### config.mk
export PLATFORM = sky130hd
export DESIGN_NAME = ccr_flags
export DESIGN_NICKNAME = d
export VERILOG_FILES = /design/src/rtl/ccr_flags.sv
export SDC_FILE = /design/constraint.sdc
export NUM_CORES = 1
export LEC_CHECK = 0
export ABC_AREA = 1
export BUFFER_PORTS_ARGS = -buffer_cell sky130_fd_sc_hd__buf_2
export CORE_MARGIN = 4
export CORE_UTILIZATION = 37
export DETAILED_ROUTE_END_ITERATION = 6
export PLACE_DENSITY = 0.84
export REMOVE_ABC_BUFFERS = 1
export SYNTH_ARGS = -nofsm -noshare
export SYNTH_HDL_FRONTEND = slang
export SYNTH_SLANG_ARGS = --single-unit
### constraint.sdc
create_clock -name clk -period 1.1 [get_ports clk]
set_clock_uncertainty 0.05 [all_clocks]
set_input_delay 0 -clock clk [delete_from_list [all_inputs] [get_ports clk]]
set_output_delay 0 -clock clk [all_outputs]
set_load 0.01 [all_outputs]
### src/rtl/ccr_flags.sv
module ccr_flags (
  input  logic       clk,
  input  logic       rst_n,
  input  logic [2:0] op_cls,
  input  logic [7:0] alu_res,
  input  logic       cy3,
  input  logic       cy7,
  input  logic [2:0] flag_cmd,
  input  logic       rest_en,
  input  logic [7:0] rest_val,
  input  logic       irq_req,
  input  logic       trap_req,
  output logic [7:0] ccr,
  output logic       int_take
);
  localparam logic [2:0] OP_ADD   = 3'd1;
  localparam logic [2:0] OP_ARITH = 3'd2;
  localparam logic [2:0] OP_LOGIC = 3'd3;
  localparam logic [2:0] OP_SHIFT = 3'd4;
  localparam logic [2:0] OP_BTEST = 3'd5;

  localparam logic [2:0] CMD_SETC = 3'd1;
  localparam logic [2:0] CMD_CLRC = 3'd2;
  localparam logic [2:0] CMD_SETI = 3'd3;
  localparam logic [2:0] CMD_CLRI = 3'd4;

  logic hc, msk, neg, zer, cry, pend;

  wire wr_h  = (op_cls == OP_ADD);
  wire wr_nz = (op_cls == OP_ADD) || (op_cls == OP_ARITH) ||
               (op_cls == OP_LOGIC) || (op_cls == OP_SHIFT);
  wire wr_c  = (op_cls == OP_ADD) || (op_cls == OP_ARITH) ||
               (op_cls == OP_SHIFT) || (op_cls == OP_BTEST);

  assign int_take = trap_req | (pend & ~msk);
  assign ccr = {3'b111, hc, msk, neg, zer, cry};

  always_ff @(posedge clk or negedge rst_n) begin
    if (!rst_n) begin
      hc   <= 1'b0;
      msk  <= 1'b1;
      neg  <= 1'b0;
      zer  <= 1'b0;
      cry  <= 1'b0;
      pend <= 1'b0;
    end else begin
      pend <= irq_req | (pend & ~int_take);
      if (rest_en) begin
        {hc, msk, neg, zer, cry} <= rest_val[4:0];
      end else begin
        if (wr_h) hc <= cy3;
        if (wr_nz) begin
          neg <= alu_res[7];
          zer <= (alu_res == 8'd0);
        end
        case (flag_cmd)
          CMD_SETC: cry <= 1'b1;
          CMD_CLRC: cry <= 1'b0;
          default:  if (wr_c) cry <= cy7;
        endcase
        case (flag_cmd)
          CMD_SETI: msk <= 1'b1;
          CMD_CLRI: msk <= 1'b0;
          default:  ;
        endcase
      end
      if (int_take) msk <= 1'b1;
    end
  end
endmodule

# == Word level (Yosys, flattened, before mapping) ==
# Index checks and enable logic that the tools add are counted.
# op_classes
eq_ne,9
n_mux,12
bitwise_logic,6
reduce_logical,10
# op_table
operator,n
"3-bit by 2-bit == test with 1-bit output, second input constant",4
1-bit two-way mux,10
"3-bit == test, second input constant",3
8-bit logical NOT,1
4-bit nonzero test,2
"3-bit by 1-bit == test with 1-bit output, second input constant",2
1-bit logical OR,5
1-bit one-hot mux with 2 select lines,2
2-bit nonzero test,2
1-bit bitwise AND,2
1-bit inverter,2
1-bit OR,2
# word_totals
wordCells,43
output_inout_bits,9
regBits,6
inputBits,29

# == Longest topological paths before layout ==
# Gate-level depths: netlist of the first run.
# logic_depth
word_depth,7
depth_mapped,7
mapped_depth_nobuf,7

# == Worst setup path after synthesis of the first run ==
# Ideal clock, no wire load.
# synth_timing
kind,reg-to-reg
from,register msk
to,register msk
stages_incl_launch_ff,6
path_slack_ns,0.077
path_buffers,0
period_less_slack_ns,1.023
arrival_time_ns,0.888
setup_time_ns,0.085
required_ns,0.965
cell_sequence,dfstp_2 > nor2_1 > nor2_1 > inv_1 > a21oi_1 > o21ai_0
# synth_between
elab_chain_len,4
elab_cells_between_ends,5
cone_classes,mux: 1; bitwise: 3; reduce/logical: 1
# synth_lines
item,line_no,source
start: declaration,27,"logic hc, msk, neg, zer, cry, pend;"
start signal: assignment,49,"{hc, msk, neg, zer, cry} <= rest_val[4:0];"
1-bit inverter (*),35,assign int_take = trap_req | (pend & ~msk);
1-bit bitwise AND (*),35,
1-bit OR (*),35,
via int_take,14,output logic int_take
4-bit nonzero test (no source line) / 1-bit two-way mux (equally long branches),-,
# The timed path passes the listed nets; every way through them passes the cells marked *.
# A chain may end at the register's enable or synchronous reset.

# == Final worst setup path of the first run ==
# layout_timing
from,register msk
to,output int_take
# layout_between
elab_chain_len,3
# layout_lines
item,line_no
1-bit inverter,35
1-bit bitwise AND,35
1-bit OR,35
end: declaration,14
# Every way passes these cells.

==> out/metrics.yaml, run 1 <==
grt:
  grt_antenna_before_repair: 0
  grt_max_degree: 9
  grt_first_pass_wirelength_mm: 1.76
  grt_usage_pct: 12.4
  gr-total-overflow: 0
  first_global_vias: 438
floorplan:
  die_h_um: 44.3
  die_x_um: 44.3
  std_cell_rows: 12
  initial_utilization_pct: 41.6
  dieArea_um2: 1960
  io_pins: 38
  core_um2: 1170
synth:
  synth_fa_ha_area_share_pct: 0
  syn_area_per_cell_um2: 6.67
  ys_warn_count: 0
  synthMuxAreaShare_pct: 0
  synthSimpleGateAreaFrac_pct: 34.7
  syn_area_um2: 487
  synth.ff_latch_count: 6
  synth-compound-area-share_pct: 9.25
  ys_seq_area_share_pct: 31.1
  synth_top_cell_by_area: "dfrtp_1"
  synth.area.top_cells: "dfrtp_1, nand2_1, buf_4"
  netlist.area_leader.share_pct: 25.7
  synth_top_family_by_area: "simple AND/OR/NAND/NOR gates"
  syn_inst: 73
  ys_types: 19
  synth-xor-area-share_pct: 3.34
timing:
  setup_viol: 2
  fmax_mhz: 865
  finalHoldViolations: 0
  fin_ws_ns: -0.0565
  fin_crit_ns: 1.16
  rsz0062_at_grt: "true"
  slew_violations: 0
  min_period_over_period_pct: 105
power_and_ir_drop:
  ir_drop_mv: 0.472
  cellPowerDensity_nw_per_um2: 988
  cellLeakagePower_nw: 0.395
min_path:
  min_path_type: "input pin to flop"
setup_path:
  crit_path_start_kind: "flop"
  end_kind: "output port"
  cp_max_fo: 3
  critPathRequiredTime_ns: 1.05
  path_class: "flop to output port"
  rr_worst_depth: 5
  r2r_slack_ns: -0.01
  crit_start: "msk$_DFFE_PN1P_"
  r2r_end: "pend$_DFF_PN0_"
  reg2reg_from: "msk$_DFFE_PN1P_"
  crit_path_end: "int_take"
  critPathArrivalTime_ns: 1.11
run:
  cap_violations: 0
cells_and_area:
  fin_util_pct: 59.2
  layout.nets: 138
  nFillCells: 120
  final_area_um2: 693
  synthToLayoutAreaGrowth_pct: 42.4
  antenna_cells: 0
  final_common_cell: "buf_2"
  drive_gt1_share_pct: 38.9
  mostFrequentLayoutCells: "buf_2, nand2_1, nor2_1"
drt:
  routed_wl_mm: 1.16
  drtIter0Drc: 2
  via_count: 527
  avgRoutedWirePerCell_um: 9.53
  drc: 0
  drt.antenna.violating_nets: 0
  drt_pass1_iterations: 2
  viasPerCell: 4.32
run_status:
  status: "finished with violations"
  violations: "negative setup slack"
place:
  placedInstanceArea_um2: 596
  place_congestion: 0.816
  io_buffers: 31
  hpwl_um: 913
clock_tree:
  cts_tree: "built"
  cts_root_buf: "clkbuf_4"
  clkSinkCount: 6
  path_clk_slew_ns: 0.04
  htree_levels: 1
  cts_max_path_buffers: 2
  clk_latency_ns: 0.24
  cts_inserted_buffers: 3
==> routing by layer <==
metal  vias to the layer above  wire (um)  global-route usage [%]
li1                        286          -                       -
met1                       213        448                    14.5
met2                        26        548                    19.8
met3                         2        148                    4.07
met4                         0         19                    7.23
met5                         -          0                       0
==> power breakdown <==
group / total [mW] / internal [mW] / switching [mW]
registers: 0.257 / 0.246 / 0.0109
logic: 0.205 / 0.101 / 0.103
clock network: 0.223 / 0.138 / 0.0852
total: 0.685 / 0.485 / 0.200
==> critical path, cell delays in order, from the launching register on <==
cell and delay (ns):
dfstp_2 0.53, nor2_1 0.04, nor2_1 0.12, inv_2 0.06, buf_6 0.12
==> how the worst min path moves through the flow <==
stage	start	slack [ns]	to	depth (start not counted)
CTS	rest_val[2]	0.006	neg$_DFFE_PN0P_	5
floorplan	rst_n	-0.35	cry$_DFFE_PN0P_	0
detailed placement	rst_n	-0.21	cry$_DFFE_PN0P_	1
global route	rest_val[1]	0.02	zer$_DFFE_PN0P_	5
global placement	rst_n	-0.22	zer$_DFFE_PN0P_	1
finish	rest_val[2]	0.008	neg$_DFFE_PN0P_	5
==> cell usage after synthesis <==
master	number
a21oi_1	1
o21ai_0	4
nand4_1	1
xor2_2	1
or2_0	1
nand2_2	1
dfstp_2	1
nor2_1	11
buf_6	1
conb_1	1
inv_1	7
nor2_2	1
nand2_1	18
nand3_1	7
dfrtp_1	5
buf_4	8
inv_2	1
o21bai_1	1
a31oi_1	2
==> flip-flops by register name (all words and copies together), names as in the netlist <==
| register | flops |
|---|---|
| neg | 1 |
| msk | 1 |
| zer | 1 |
| cry | 1 |
| hc | 1 |
| pend | 1 |
==> area by class of cell <==
type | count | area (um2) | share of cell area (%)
inverters | 8 | 30.0 | 4.33
well taps | 14 | 17.5 | 2.53
repair buffers | 38 | 226 | 32.7
clock buffers | 4 | 26.3 | 3.79
flip-flops and latches | 6 | 151 | 21.8
multi-input cells | 52 | 241 | 34.8
==> cell families (layout without fill, tap and decap cells) <==
kind of cell | Yosys count | in the layout
compound gates | 8 | 8
xor+xnor | 1 | 1
buf+inv | 17 | 50
flops | 6 | 6
other cells | 1 | 3
simple gates | 40 | 40
==> metrics by stage <==
stage	setup TNS (ns)	cells	power [mW]	worst slack, ns	hold WS (ns)
after floorplan	0	66	0.347	0.0391	-0.346
after global routing	-0.214	122	0.747	-0.104	0.0245
final	-0.0661	122	0.685	-0.0565	0.00811
after global placement	0	111	0.435	0.0958	-0.219
after detailed placement	0	111	0.439	0.0477	-0.214
after CTS	-0.0475	122	0.691	-0.0475	0.00561
==> what timing repair did <==
item                       in CTS  in global routing
resized for setup               0                  3
hold endpoints to repair        9                  0
hold buffers                    5                  0
setup endpoints to repair       1                  3
pin swaps                       0                  0
setup buffers                   2                  0
No activity file was read; power rests on OpenSTA's default activity.
==> run 2, diff against run 1 <==
--- a/config.mk
+++ b/config.mk
@@ -8,9 +8,9 @@
 export ABC_AREA = 1
 export BUFFER_PORTS_ARGS = -buffer_cell sky130_fd_sc_hd__buf_2
 export CORE_MARGIN = 4
-export CORE_UTILIZATION = 37
+export CORE_UTILIZATION = 34
 export DETAILED_ROUTE_END_ITERATION = 6
-export PLACE_DENSITY = 0.84
+export PLACE_DENSITY = 0.81
 export REMOVE_ABC_BUFFERS = 1
 export SYNTH_ARGS = -nofsm -noshare
 export SYNTH_HDL_FRONTEND = slang
==> constraint.sdc (replaced) <==
create_clock -name clk -period 0.97 [get_ports clk]
set_clock_uncertainty 0.05 [all_clocks]
set_input_delay 0 -clock clk [delete_from_list [all_inputs] [get_ports clk]]
set_output_delay 0 -clock clk [all_outputs]
set_load 0.01 [all_outputs]
==> run 2 against run 1 <==
The run still ends with negative setup slack left. First-iteration DRC count grew to 3.0 times the previous value. Hold slack worse by 0.0024 ns. Worst setup slack worse by 0.097 ns. Critical endpoint unchanged. Largest cell class unchanged.
==> out/metrics.yaml, run 2 (same netlist as run 1, synthesis figures left out) <==
power_and_ir_drop:
  ir_drop_mv: 1.14
  cellPowerDensity_nw_per_um2: 1130
  cellLeakagePower_nw: 0.396
  power_mw: 0.784
grt:
  grt_max_degree: 9
  grt_antenna_before_repair: 0
  gr-total-overflow: 0
  grt_usage_pct: 12.6
  grt_first_pass_wirelength_mm: 1.89
  first_global_vias: 478
clock_tree:
  cts_root_buf: "clkbuf_4"
  clk_latency_ns: 0.24
  cts_inserted_buffers: 3
  cts_max_path_buffers: 2
  htree_levels: 1
  clkSinkCount: 6
  cts_tree: "built"
  path_clk_slew_ns: 0.06
min_path:
  min_path_type: "input pin to flop"
  hp-start: "rest_val[1]"
  hold_depth: 5
  hold_path_end: "zer$_DFFE_PN0P_"
floorplan:
  dieArea_um2: 2100
  std_cell_rows: 13
  die_x_um: 45.8
  core_um2: 1320
  initial_utilization_pct: 36.9
  io_pins: 38
  die_h_um: 45.8
setup_path:
  crit_path_start_kind: "flop"
  cp_max_fo: 3
  path_class: "flop to output port"
  rr_worst_depth: 5
  reg2reg_from: "msk$_DFFE_PN1P_"
  end_kind: "output port"
  critPathArrivalTime_ns: 1.07
  critPathRequiredTime_ns: 0.92
  crit_start: "msk$_DFFE_PN1P_"
  r2r_slack_ns: -0.07
  r2r_end: "pend$_DFF_PN0_"
cells_and_area:
  drive_gt1_share_pct: 38.0
  mostFrequentLayoutCells: "buf_2, nand2_1, nor2_1"
  fin_util_pct: 52.7
  nFillCells: 131
  antenna_cells: 0
  synthToLayoutAreaGrowth_pct: 42.7
  layout.nets: 138
  final_common_cell: "buf_2"
run:
  cap_violations: 0
place:
  place_congestion: 0.741
  io_buffers: 31
  hpwl_um: 935
drt:
  avgRoutedWirePerCell_um: 9.62
  drtIter0Drc: 6
  routed_wl_mm: 1.18
  drt.antenna.violating_nets: 0
  drc: 0
  viasPerCell: 4.32
  drt_pass1_iterations: 4
  via_count: 531
timing:
  fmax_mhz: 890
  min_period_over_period_pct: 116
  setup_viol: 4
  slew_violations: 0
  finalHoldViolations: 0
  hold_slack_ns: 0.00573
  fin_ws_ns: -0.154
  fin_crit_ns: 1.12
  rsz0062_at_grt: "true"
run_status:
  violations: "negative setup slack"
  status: "finished with violations"
-- run 2: metrics by stage --
step | std cells | setup WS [ns] | TNS (ns) | area [um2]
after floorplan | 66 | -0.0909 | -0.106 | 423
after global routing | 123 | -0.238 | -0.589 | 694
after detailed placement | 113 | -0.0442 | -0.0442 | 604
final | 123 | -0.154 | -0.305 | 694
after CTS | 123 | -0.166 | -0.339 | 694
after global placement | 113 | -0.0200 | -0.0200 | 604
-- run 2: worst max-delay path by stage --
stage	to	slack [ns]	cells past startpoint
2_1_floorplan	msk$_DFFE_PN1P_	-0.09	5
3_3_place_gp	msk$_DFFE_PN1P_	-0.02	5
3_5_place_dp	msk$_DFFE_PN1P_	-0.04	5
4_1_cts	int_take	-0.17	4
5_1_grt	int_take	-0.24	4
6_report	int_take	-0.15	4
-- run 2: routing by layer --
metal  routed length [um]  track usage [%]
met2                  619             20.9
met3                  103             7.11
met1                  460             13.6
met5                    0                0
met4                    0             3.41
-- run 2: worst max-delay path, cell delays in order, from the launching register on --
cell     delay (ns)
dfstp_2        0.52
nor2_1         0.04
nor2_1         0.07
inv_1          0.06
buf_2          0.14
-- run 2: power breakdown --
part           internal (mW)  switching, mW
Sequential             0.279         0.0113
Clock                  0.157          0.106
Combinational          0.115          0.117
-- run 2: final cells by class --
type	count	area [um2]	area share [%]
multi-input combinational	52	241	34.8
timing repair buffer	38	226	32.6
sequential	6	151	21.8
inverter	8	30.0	4.32
clock buffer	4	26.3	3.78
tap	15	18.8	2.70
-- run 2: timing repair --
action | 4_1_cts | 5_1_grt
gates resized for setup | 2 | 0
setup buffers | 1 | 0
cloned | 0 | 0
setup endpoints to repair | 3 | 4
hold buffers | 5 | 0
endpoints found under the hold margin | 9 | 0
